<file path="src/rtl/gauss3x3_engine.sv">
module gauss3x3_engine #(
  parameter int IMG_W  = 8,
  parameter int IMG_H  = 6,
  parameter int PIX_W  = 8,
  parameter int COEF_W = 8,
  parameter int SHIFT  = 8,
  localparam int NPIX   = IMG_W * IMG_H,
  localparam int ADDR_W = $clog2(NPIX),
  localparam int COL_W  = (IMG_W > 1) ? $clog2(IMG_W) : 1,
  localparam int ROW_W  = (IMG_H > 1) ? $clog2(IMG_H) : 1
) (
  input  logic              clk,
  input  logic              rst_n,
  input  logic              start,
  output logic              done,
  output logic              coef_re,
  output logic [3:0]        coef_addr,
  input  logic [COEF_W-1:0] coef_rdata,
  output logic              img_re,
  output logic [ADDR_W-1:0] img_addr,
  input  logic [PIX_W-1:0]  img_rdata,
  output logic              res_we,
  output logic [ADDR_W-1:0] res_addr,
  output logic [PIX_W-1:0]  res_wdata
);
  localparam int ACC_W  = PIX_W + COEF_W + 4;
  localparam int PROD_W = PIX_W + COEF_W;
  localparam int AW2    = ADDR_W + 2;
  localparam int HI_W   = ACC_W - SHIFT;

  typedef enum logic [2:0] {S_IDLE, S_RUN, S_DRAIN, S_WRITE, S_FIN} state_t;
  state_t state;

  logic [ROW_W-1:0]  row;
  logic [COL_W-1:0]  col;
  logic [ADDR_W-1:0] pix_addr;
  logic [1:0]        tr, tc;
  logic [3:0]        k;
  logic [ACC_W-1:0]  acc;
  logic              tap_v, tap_z;

  logic              row_ok, col_ok, nb_ok, last_pix;
  logic [AW2-1:0]    nb_addr;
  logic [PIX_W-1:0]  pix_eff;
  logic [PROD_W-1:0] prod;
  logic [HI_W-1:0]   shf;

  assign row_ok   = !(tr == 2'd0 && row == '0) &&
                    !(tr == 2'd2 && row == ROW_W'(IMG_H-1));
  assign col_ok   = !(tc == 2'd0 && col == '0) &&
                    !(tc == 2'd2 && col == COL_W'(IMG_W-1));
  assign nb_ok    = row_ok && col_ok;
  assign nb_addr  = AW2'(pix_addr)
                  + ((tr == 2'd0) ? AW2'(0) : (tr == 2'd1) ? AW2'(IMG_W) : AW2'(2*IMG_W))
                  + AW2'(tc) - AW2'(IMG_W + 1);
  assign last_pix = (pix_addr == ADDR_W'(NPIX-1));

  assign pix_eff  = tap_z ? '0 : img_rdata;
  assign prod     = coef_rdata * pix_eff;
  assign shf      = acc[ACC_W-1:SHIFT];

  assign coef_re   = (state == S_RUN);
  assign coef_addr = k;
  assign img_re    = (state == S_RUN) && nb_ok;
  assign img_addr  = nb_addr[ADDR_W-1:0];
  assign res_we    = (state == S_WRITE);
  assign res_addr  = pix_addr;
  assign res_wdata = (|shf[HI_W-1:PIX_W]) ? {PIX_W{1'b1}} : shf[PIX_W-1:0];
  assign done      = (state == S_FIN);

  always_ff @(posedge clk or negedge rst_n) begin
    if (!rst_n) begin
      state    <= S_IDLE;
      row      <= '0;
      col      <= '0;
      pix_addr <= '0;
      tr       <= '0;
      tc       <= '0;
      k        <= '0;
      acc      <= '0;
      tap_v    <= 1'b0;
      tap_z    <= 1'b0;
    end else begin
      tap_v <= (state == S_RUN);
      tap_z <= !nb_ok;
      if (tap_v) acc <= acc + ACC_W'(prod);
      case (state)
        S_IDLE: if (start) begin
          state    <= S_RUN;
          row      <= '0;
          col      <= '0;
          pix_addr <= '0;
          tr       <= '0;
          tc       <= '0;
          k        <= '0;
          acc      <= '0;
        end
        S_RUN: begin
          k <= k + 4'd1;
          if (tc == 2'd2) begin
            tc <= '0;
            tr <= tr + 2'd1;
          end else begin
            tc <= tc + 2'd1;
          end
          if (k == 4'd8) state <= S_DRAIN;
        end
        S_DRAIN: state <= S_WRITE;
        S_WRITE: begin
          acc <= '0;
          tr  <= '0;
          tc  <= '0;
          k   <= '0;
          if (last_pix) begin
            state <= S_FIN;
          end else begin
            state    <= S_RUN;
            pix_addr <= pix_addr + ADDR_W'(1);
            if (col == COL_W'(IMG_W-1)) begin
              col <= '0;
              row <= row + ROW_W'(1);
            end else begin
              col <= col + COL_W'(1);
            end
          end
        end
        S_FIN:   state <= S_IDLE;
        default: state <= S_IDLE;
      endcase
    end
  end
endmodule

</file>
<file path="config.mk">
export PLATFORM = sky130hd
export DESIGN_NAME = gauss3x3_engine
export DESIGN_NICKNAME = d
export VERILOG_FILES = /design/src/rtl/gauss3x3_engine.sv
export SDC_FILE = /design/constraint.sdc
export NUM_CORES = 1
export LEC_CHECK = 0
export BUFFER_PORTS_ARGS = -buffer_cell sky130_fd_sc_hd__clkbuf_2
export CAP_MARGIN = 20
export CORE_MARGIN = 10
export CORE_UTILIZATION = 55
export CTS_CLUSTER_DIAMETER = 120
export CTS_CLUSTER_SIZE = 24
export DETAILED_ROUTE_END_ITERATION = 8
export PLACE_DENSITY = 0.74
export SYNTH_ARGS = -nofsm -noshare
export SYNTH_HDL_FRONTEND = slang
export SYNTH_SLANG_ARGS = --single-unit
</file>
<file path="constraint.sdc">
create_clock -name clk -period 10.5 [get_ports clk]
set_input_delay 2.1 -clock clk [delete_from_list [all_inputs] [get_ports clk]]
set_output_delay 2.1 -clock clk [all_outputs]
set_load 0.02 [all_outputs]
</file>
==> metrics.cfg <==
[synthesis]
synth_edf_count = 0
syn-num-nets = 756
synthAdderAreaFrac = 0.3302
yosysWarnings = 0
synthMuxAreaShare = 0.01840
synth_area_um2 = 5441
syn_inst = 624
synth-simple-area-share = 0.2005
syn_area_per_cell_um2 = 8.720
synth-xor-area-share = 0.02575
async_reset_ff_frac = 1.000
synth_cell_types = 55
ys.flop_type = dfrtp_1
ys_ff_latch = 45
seq_area_frac_synth = 0.2069
synth-compound-area-share = 0.1129
synth_top_family_by_area = adder cells

[die]
num_io_pins = 47
rows = 36
fp.dieW_um = 119.5
core_um2 = 9684
die_h_um = 119.5
dieArea_um2 = 14270
start_util = 0.5619

[worst_hold_path]
min_from = col[2]
hp-class = reg -> reg
min_to = col[2]
hold-path-cell-count = 2

[sta]
max_slew_margin = 0.3103
final-setup-viol-count = 0
setup_tns_ps = 0
fin_skew_ps = 4.902
drv_slew = 0
period_share = 0.6288
period_needed_ps = 6602
worst_pin_slew_ps = 1035
hold_viol = 0
setup_ws_ps = 3898
timing.fmax_ghz = 0.1515
rsz0062_at_grt = no

[worst_setup_path]
startpoint_type = input port
critPathArrivalTime_ps = 6800
r2r-end = acc[16]
reg2reg_slack_ps = 5210
ff2ff_path_depth = 15
worstSetupPathType = in -> reg
required_ps = 10700
startpoint = img_rdata[7]
crit_path_end_kind = register
reg2reg_from = tap_z
path_max_fanout = 8

[clock_tree]
tritoncts = built
numCtsBuffers = 5
cts-resized-gates = 0
cts_sinks = 45
cts_max_level = 2
clkTransAtPathRegs_ps = 90
cts_buffer_depth = 2
cts_setup_buffers = 0
insertion_delay_ps = 310
cts_root_buffer = clkbuf_8
postCtsHoldBufs = 0

[routing]
vias = 4378
vias_per_cell = 5.493
wl_met3_um = 590
antenna_left = 0
dr.pass1.iters = 5
drcViolationCount = 0
wl_met2_mm = 6.179
met1_length_mm = 5.419
routed.top_layer = met4
avgRoutedWirePerCell_um = 15.51
drt-total-wl_mm = 12.36
drt_iter0_markers = 338

[placed_design]
pre_cts_slack_ps = 3647
place_inst = 789
portBuffers = 46
hpwl_mm = 9.858
gp_congestion = 0.8743

[finish]
final_layout_size_suffix_gt1_frac = 0.09639
nNetsFinal = 795
fin_cells = 797
diodes = 0
syn2layout_area_growth_pct = 7.979

[global_routing]
grt_pass1_wl_mm = 21.78
first_global_vias = 4577
track_usage = 0.1782
grt_overflow_total = 0
antenna_found_initial = 0
grt_max_degree = 46

[outcome]
status = finished clean

[run]
cap_violations = 0

-- metrics by stage --
step	instance area, µm²	hold WS, ps	util
6_report	5876	528.3	0.6067
5_1_grt	5876	558.3	0.6067
4_1_cts	5876	535.1	0.6067
3_5_place_dp	5776	514.1	0.5964
3_3_place_gp	5776	486.8	0.5964
2_1_floorplan	5441	468.6	-
-- logic make-up (layout without fill, tap and decap cells) --
family | Yosys count | in the layout
flip-flops | 45 | 45
AND/OR/NAND/NOR | 203 | 203
buffers and inverters | 146 | 186
adder cells (fa/ha/maj) | 113 | 113
multiplexers | 10 | 10
AO/OA/AOI/OAI | 91 | 91
XOR/XNOR | 16 | 16
-- cell type report --
class	instances	area, µm²
clock buffers	6	82.58
clock inverters	2	17.52
fillers	851	3809
inverters	129	484.2
multi-input cells	433	3746
flip-flops and latches	45	1126
well taps	133	166.4
repair buffers	49	252.7
-- cell usage in the layout, fill, tap and decap left out, drive strengths merged, types with 3 or more instances in the layout --
cell type,Yosys,layout
a211oi,6,6
a21o,6,6
a21oi,20,20
a311o,3,3
a31oi,3,3
and2,32,32
and3,9,9
buf,8,3
clkbuf,9,52
dfrtp,45,45
fa,51,51
ha,62,62
inv,129,130
mux2i,10,10
nand2,62,62
nand2b,8,8
nand3,15,15
nand4,4,4
nor2,26,26
nor2b,11,11
nor3,12,12
nor3b,4,4
nor4,5,5
o211ai,5,5
o21a,3,3
o21ai,19,19
o31ai,8,8
or3,4,4
xnor2,11,11
xor2,5,5
-- Yosys cell counts, drive strengths merged (9+ instances only) --
| cell type | instances | area, µm² |
|---|---|---|
| nor3 | 12 | 60.06 |
| o21ai | 19 | 95.09 |
| mux2i | 10 | 100.1 |
| ha | 62 | 775.7 |
| a21oi | 20 | 100.1 |
| xnor2 | 11 | 96.34 |
| dfrtp | 45 | 1126 |
| and2 | 32 | 200.2 |
| nand2 | 62 | 232.7 |
| nor2b | 11 | 68.82 |
| nor2 | 26 | 97.59 |
| and3 | 9 | 56.30 |
| fa | 51 | 1021 |
| inv | 129 | 484.2 |
| clkbuf | 9 | 33.78 |
| nand3 | 15 | 75.07 |
-- sequential cells by signal, indices dropped and copies added (netlist names) --
name	cells
col	3
coef_addr	4
tap_z	1
tc	2
tap_v	1
row	3
state	3
res_addr	6
tr	2
acc	20
-- per-layer routing --
layer,track usage,up-vias
met1,0.2282,2127
met3,0.02456,19
met4,0.03620,0
met5,0,-
met2,0.3129,123
li1,-,2109
-- how the worst max path moves through the flow --
| stage | endpoint | slack [ps] | depth (start not counted) |
|---|---|---|---|
| 4_1_cts | acc[16] | 3950 | 16 |
| 2_1_floorplan | acc[16] | 4150 | 15 |
| 5_1_grt | acc[18] | 3550 | 16 |
| 3_5_place_dp | acc[16] | 3650 | 16 |
| 6_report | acc[16] | 3900 | 16 |
| 3_3_place_gp | acc[16] | 3770 | 16 |
-- critical path, cell delays in order --
cell and delay [ps]:
clkbuf_2 80, nor2b_1 380, nand2_1 150, fa_1 520, fa_1 550, inv_1 60
fa_1 540, inv_1 60, fa_1 530, inv_1 40, ha_1 350, o211ai_1 160
o31ai_1 510, o211ai_1 210, or4_1 420, o211a_1 140
Power is left out: the tool's default activity adds up to more than one toggle a clock period on the data nets, which glitch-free logic cannot reach.
